`config.mk`:
```
export PLATFORM = sky130hd
export DESIGN_NAME = sram_port_arbiter
export DESIGN_NICKNAME = d
export VERILOG_FILES = /design/src/rtl/sram_port_arbiter.sv
export SDC_FILE = /design/constraint.sdc
export NUM_CORES = 1
export LEC_CHECK = 0
export BUFFER_PORTS_ARGS = -buffer_cell sky130_fd_sc_hd__clkbuf_2
export CAP_MARGIN = 20
export CORE_MARGIN = 8
export CORE_UTILIZATION = 39
export CTS_CLUSTER_SIZE = 28
export DETAILED_ROUTE_END_ITERATION = 8
export PLACE_DENSITY = 0.76
export SLEW_MARGIN = 40
export SYNTH_ARGS = -nofsm -noshare
export SYNTH_HDL_FRONTEND = slang
export SYNTH_SLANG_ARGS = --single-unit
```
`constraint.sdc`:
```
create_clock -name clk -period 1.9 [get_ports clk]
set_clock_uncertainty 0.1 [all_clocks]
set_input_delay 0.19 -clock clk [delete_from_list [all_inputs] [get_ports clk]]
set_output_delay 0.19 -clock clk [all_outputs]
set_load 0.02 [all_outputs]
```
`src/rtl/sram_port_arbiter.sv`:
```
module sram_port_arbiter #(
  parameter int AW = 21,
  parameter int DW = 16
) (
  input  logic          clk,
  input  logic          rst,
  input  logic          drw_req,
  input  logic [AW-1:0] drw_addr,
  input  logic [DW-1:0] drw_wdata,
  output logic          drw_ack,
  input  logic          cpu_req,
  input  logic          cpu_we,
  input  logic [AW-1:0] cpu_addr,
  input  logic [DW-1:0] cpu_wdata,
  output logic          cpu_ack,
  output logic          cpu_rvalid,
  output logic [DW-1:0] cpu_rdata,
  input  logic          dsp_req,
  input  logic [AW-1:0] dsp_addr,
  output logic          dsp_ack,
  output logic          dsp_rvalid,
  output logic [DW-1:0] dsp_rdata,
  output logic [AW-1:0] mem_addr,
  output logic          mem_we_n,
  output logic          mem_oe_n,
  output logic [DW-1:0] mem_wdata,
  output logic          mem_wdrive,
  input  logic [DW-1:0] mem_rdata
);

  localparam logic [1:0] P_NONE = 2'd0;
  localparam logic [1:0] P_DRW  = 2'd1;
  localparam logic [1:0] P_CPU  = 2'd2;
  localparam logic [1:0] P_DSP  = 2'd3;

  logic [1:0] owner, gnt, tag0, tag1;
  logic       gnt_rd;

  always_comb begin
    if (drw_req)                         gnt = P_DRW;
    else if (owner == P_CPU && cpu_req)  gnt = P_CPU;
    else if (owner == P_DSP && dsp_req)  gnt = P_DSP;
    else if (dsp_req)                    gnt = P_DSP;
    else if (cpu_req)                    gnt = P_CPU;
    else                                 gnt = P_NONE;
  end

  assign drw_ack = (gnt == P_DRW);
  assign cpu_ack = (gnt == P_CPU);
  assign dsp_ack = (gnt == P_DSP);
  assign gnt_rd  = (gnt == P_DSP) || (gnt == P_CPU && !cpu_we);

  always_ff @(posedge clk) begin
    if (rst) begin
      owner      <= P_NONE;
      mem_addr   <= '0;
      mem_we_n   <= 1'b1;
      mem_oe_n   <= 1'b1;
      mem_wdata  <= '0;
      mem_wdrive <= 1'b0;
      tag0       <= P_NONE;
      tag1       <= P_NONE;
      cpu_rvalid <= 1'b0;
      dsp_rvalid <= 1'b0;
      cpu_rdata  <= '0;
      dsp_rdata  <= '0;
    end else begin
      owner <= gnt;
      case (gnt)
        P_DRW: begin
          mem_addr  <= drw_addr;
          mem_we_n  <= 1'b0;
          mem_oe_n  <= 1'b1;
          mem_wdata <= drw_wdata;
        end
        P_CPU: begin
          mem_addr <= cpu_addr;
          mem_we_n <= !cpu_we;
          mem_oe_n <= cpu_we;
          if (cpu_we) mem_wdata <= cpu_wdata;
        end
        P_DSP: begin
          mem_addr <= dsp_addr;
          mem_we_n <= 1'b1;
          mem_oe_n <= 1'b0;
        end
        default: begin
          mem_we_n <= 1'b1;
          mem_oe_n <= 1'b1;
        end
      endcase
      mem_wdrive <= !mem_we_n;
      tag0       <= gnt_rd ? gnt : P_NONE;
      tag1       <= tag0;
      cpu_rvalid <= (tag1 == P_CPU);
      dsp_rvalid <= (tag1 == P_DSP);
      if (tag1 == P_CPU) cpu_rdata <= mem_rdata;
      if (tag1 == P_DSP) dsp_rdata <= mem_rdata;
    end
  end


  drw_first_chk: assert property (@(posedge clk) disable iff (rst)
    drw_req |-> drw_ack);


  burst_hold_chk: assert property (@(posedge clk) disable iff (rst)
    ($past(cpu_ack) && cpu_req && !drw_req) |-> cpu_ack);


  wr_cmd_chk: assert property (@(posedge clk) disable iff (rst)
    drw_ack |=> (!mem_we_n && mem_oe_n && mem_addr == $past(drw_addr)));


  rd_cmd_chk: assert property (@(posedge clk) disable iff (rst)
    dsp_ack |=> (mem_we_n && !mem_oe_n && mem_addr == $past(dsp_addr)));


  drive_lag_chk: assert property (@(posedge clk) disable iff (rst)
    !mem_we_n |=> mem_wdrive);


  idle_chk: assert property (@(posedge clk) disable iff (rst)
    !(drw_req || cpu_req || dsp_req) |=> (mem_we_n && mem_oe_n));


  rv_excl_chk: assert property (@(posedge clk) disable iff (rst)
    !(cpu_rvalid && dsp_rvalid));

endmodule

```
### After elaboration in Yosys (flattened, before gate mapping)

Cells that the tools add are included.

| word-level totals | value |
|---|---|
| flip-flop bits (word level) | 80 |
| logic and storage cells | 41 |

| operators by class | value |
|---|---|
| equal/unequal tests | 8 |
| multiplexer cells | 10 |
| bitwise gates (word level) | 1 |
| reduce and logical (&&, ||, !) cells | 10 |

Operators with widths:

| cell | number |
|---|---|
| $pmux 21 s3 | 1 |
| $pmux 16 s2 | 1 |
| $mux 16 | 1 |
| $eq 2x2->1 const B | 6 |
| $mux 2 | 5 |
| $pmux 1 s2 | 2 |
| $logic_and 1x1->1 | 3 |
| $reduce_bool 3->1 | 1 |
| $eq 2x1->1 const B | 1 |
| $logic_not 1->1 | 2 |
| $ne 2x2->1 const B | 1 |
| $reduce_and 2->1 | 1 |
| $reduce_bool 2->1 | 1 |
| $reduce_or 2->1 | 1 |
| $logic_or 1x1->1 | 1 |
| $not 1->1 | 1 |

### Longest topological paths before layout

| depth | value |
|---|---|
| depth in word-level cells | 10 |
| mapped depth | 8 |
| depth with buffers taken out | 7 |

### Least setup slack after synthesis

Ideal clock, no wire load.

| timing | value |
|---|---|
| path kind | reg2reg |
| from | register owner[0] |
| to | register mem_addr[11] |
| library setup time | 0.095 ns |
| data arrival time | 1.844 ns |
| required time | 1.705 ns |
| slack | -0.140 ns |
| stages on the path, launching flop included | 9 |
| path buffers | 1 |
| period minus slack after synthesis | 2.040 ns |
| cells stage by stage | dfxtp_1 nand3b_1 a21oi_1 inv_1 ha_1 nor2_2 buf_2 nand2_1 a221oi_1 |

| on the way | value |
|---|---|
| cells in the longest elaborated chain, start to end | 7 |

Ends and longest elaborated chain:

| element | line | text |
|---|---|---|
| from (decl) | 36 | `logic [1:0] owner, gnt, tag0, tag1;` |
| from (signal assigned) | 68 | `owner <= gnt;` |
| $eq 2x2->1 | 42 | `else if (owner == P_DSP && dsp_req) gnt = P_DSP;` |
| $logic_and 1x1->1 | 42 |  |
| $mux 2 | 42 |  |
| $mux 2 * | 41 | `else if (owner == P_CPU && cpu_req) gnt = P_CPU;` |
| $mux 2 * | 40 | `if (drw_req) gnt = P_DRW;` |
| net gnt[0] | 36 |  |
| $eq 2x2->1 * | -- |  |
| net dsp_ack | 20 | `output logic dsp_ack,` |
| $pmux 21 s3 or $reduce_bool 3->1 (tied branches) | -- |  |
| to (signal assigned) | 71 | `mem_addr <= drw_addr;` |
| to (signal assigned) | 77 | `mem_addr <= cpu_addr;` |
| to (signal assigned) | 83 | `mem_addr <= dsp_addr;` |
| to (decl) | 23 | `output logic [AW-1:0] mem_addr,` |

Mark *: on every way through the listed nets, which the timed path passes. The rest lies on a longest branch.
A chain may end at the register's enable or synchronous reset.

### Worst setup path after layout

| timing | value |
|---|---|
| from | register owner[0] |
| to | output dsp_ack |

| on the way | value |
|---|---|
| cells in the longest elaborated chain, start to end | 6 |

Ends and longest elaborated chain:

| element | line | text |
|---|---|---|
| $eq 2x2->1 | 42 |  |
| $logic_and 1x1->1 | 42 |  |
| $mux 2 | 42 |  |
| $mux 2 * | 41 |  |
| $mux 2 * | 40 |  |
| net gnt[0] | 36 |  |
| $eq 2x2->1 * | 50 | `assign dsp_ack = (gnt == P_DSP);` |
| to (decl) | 20 |  |

Marked as above.

==> summary.md <==
| Metric | Value |
|---|---|
| Power per cell area | between 700 and 800 nW/um^2 |
| WP data required | roughly 1.6 ns |
| Clk sink count | 80 |
| Max layer used | met4 |
| CP Capture Type | primary output |
| Post-synth top cells | 86 x nand2_1, 80 x dfxtp_1, 42 x a221oi_1, 33 x a21oi_1 |
| Fin. Hold Viols | 0 |
| Initial antenna violation count | 0 |
| Dominant synthesized flop cell | dfxtp_1 |
| Critical path's slowest cell | dfxtp_1 |
| Final Critical Period | around 1.9 ns |
| Placed wire-length estimate | roughly 7800 um |
| Sequential cell area | around 1600 sq um |
| Final period util | 0.983 |
| Fmax | 536 MHz |
| CTS Buffer Depth | 2 |
| Placer Congestion | approximately 0.76 |
| Seq/Total Area, Yosys | 0.496 |
| Final WL | roughly 11000 um |
| Die W | 107 um |
| Slew @ Worst Pin | 0.633 ns |
| Clock transition at path regs | approximately 0.080 ns |
| Iter 0 DRT Violations | 90 |
| Critical Path Start Type | flip-flop |
| FP Rows | 33 |
| Clock latency on the worst-skew pair | about 0.34 ns |
| Area leader, netlist | dfxtp_1 |
| Status | finished, final reports clean |
| Gr ovfl total | 0 |
| IO Pins | 194 |
| I/O Buffers | a little under 200 |
| Fraction of layout cells with a size suffix above 1 | 0.404 |
| Post-Route M1 WL | ~4600 um |
| Total power | about 4000 uW |
| Post-Syn Area | 3230 sq um |
| Fillers | around 670 |
| Root Buffer | clkbuf_8 |
| First-pass GRT wire length | roughly 17000 um |
| Die ar. | about 11000 sq um |
| Number of CTS-inserted buffers | 9 |
| Met3 Wirelength | around 930 um |
| Maxcap violations | 0 |
| Number of synthesized flops with an enable pin | 0 |
| Placed cell count | about 650 |
| Final setup TNS | 0 ns |
| DIE HEIGHT | 107 um |
| # setup viols final | 0 |
| WP data arrival | 1.58 ns |
| Final net count | 719 |
| Maximum fanout along the worst path | 12 |
| Synth cell types | 23 |
| GRT Util Overall | 0.182 |
| Fin util | 0.634 |
| RSZ-0062 raised after global routing | yes |
| Detail Route Antenna Nets | 0 |
| Slew HR | 0.577 |
| Via Count | roughly 3600 |
| Multi-input logic area | about 1500 sq um |
| Synth warn | 0 |
| Average wire per standard cell | ~16 um |
| Antenna cell count | 0 |
| Synth top area cells | dfxtp_1 50%, a221oi_1 11%, nand2_1 10% |
| CTS tree | built |
| Largest net degree at the start of global routing | 43 |
| Hold WC Path Type | in2reg |
| Pre-Repair DR Iteration Count | 6 |
| Worst vdd ir | between 0.4 and 0.5 mV |
| Core footprint | around 8000 sq um |
| Crit-path max cell delay | 0.30 ns |
| Syn Nets | ~490 |
| Area Overhead vs Synth | 59.8% |
| Asr flop ratio synth | 0 |
| Starting Density | 0.397 |
| Cell count after synthesis | about 370 |
| Leak | 0.00233 uW |
| Vias per cell | ~5 |
| Top-area cell type share of the netlist area | 0.496 |
| CTS H-tree lvls | 3 |
| Cells along the critical path | nand3b_1 > a21oi_2 > inv_2 > ha_4 > buf_12 > buf_4 |
| Synth Register Bits | 80 |
| Post-route insts no fill | just over 700 |
| Max Slew Vio Count | 0 |
| Vias in the first global route | 3726 |
| Syn Area/Cell | between 8 and 9 sq um |
| Count leader, synth | nand2_1 |
| Crit Path Class | reg2out |
| Met2 wire len | 5650 um |
| Drc violations | 0 |
## area by class of cell
type                       instances  share of cell area
multi-input combinational        237               0.295
clock inverter                     6              0.0180
clock buffer                      10              0.0247
inverter                          23              0.0167
timing repair buffer             246               0.310
tap                              105              0.0255
sequential                        80               0.311
## path summary, 6_finish.rpt
check,start,endpoint,slack (ns),cells after the start
hold reg to reg,mem_we_n,mem_wdrive,0.34,1
setup / recovery,owner[0],dsp_ack,0.03,6
hold / removal,drw_wdata[4],mem_wdata[4],0.07,3
setup reg to reg,owner[0],mem_wdata[15],0.07,6
## flip-flops by register name, summed over array words and instances, names as in the netlist, 2 cells and up
signal and cells:
mem_wdata 16, tag0 2, cpu_rdata 16, dsp_rdata 16
tag1 2, mem_addr 21, owner 2
## critical path: cells and delay by family (launching register included)
family | cells | cell delay (ns)
AND/OR/NAND/NOR | 1 | 0.16
flip-flops | 1 | 0.30
adder cells (fa/ha/maj) | 1 | 0.19
buffers and inverters | 3 | 0.38
AO/OA/AOI/OAI | 1 | 0.21
## through the flow
stage | hold WS [ns] | cell area, sq um | setup WS (ns)
2_1_floorplan | 0.212 | 3240 | 0.00285
3_3_place_gp | 0.318 | 4340 | 0.0176
3_5_place_dp | 0.327 | 4340 | -0.108
4_1_cts | 0.00761 | 4940 | 0.00317
5_1_grt | 0.0741 | 5160 | -0.0607
6_report | 0.0699 | 5160 | 0.0328
## layout by cell type, fill, tap and decap left out, types with 9 or more instances in the layout
cell / instances
dlygate4sd3_1: 37
clkbuf_2: 190
nand2_1: 86
a21oi_1: 32
a221oi_1: 37
nor2_1: 22
a211oi_1: 15
mux2i_1: 16
inv_1: 22
dfxtp_1: 80
clkbuf_8: 9
## logic make-up after synthesis
kind of cell,synth area share
compound gates,0.210
flops,0.496
buf+inv,0.0764
simple gates,0.145
mux,0.0531
fa+ha+maj,0.0194
## metal layers
layer / vias to the layer above / track usage
met3: 28 / 0.0726
met1: 1669 / 0.204
met4: 0 / 0.0683
met2: 156 / 0.305
li1: 1738 / -
met5: - / 0
## repair_timing
action / 4_1_cts / 5_1_grt
hold endpoints to repair: 52 / 0
buffers inserted: 1 / 0
endpoints found under the setup margin: 18 / 38
gates resized for setup: 1 / 24
gates cloned: 0 / 6
hold buffers: 37 / 0
pin swaps: 1 / 3
## report_power, final
| group | leakage [uW] | internal, uW | total [uW] | switching, uW |
|---|---|---|---|---|
| logic | 0.00157 | 380 | 813 | 433 |
| registers | 0.000656 | 1770 | 1820 | 47.9 |
| clock network | 0.000103 | 748 | 1370 | 626 |
| total | 0.00233 | 2900 | 4000 | 1110 |
No activity file was read; power rests on OpenSTA's default activity.
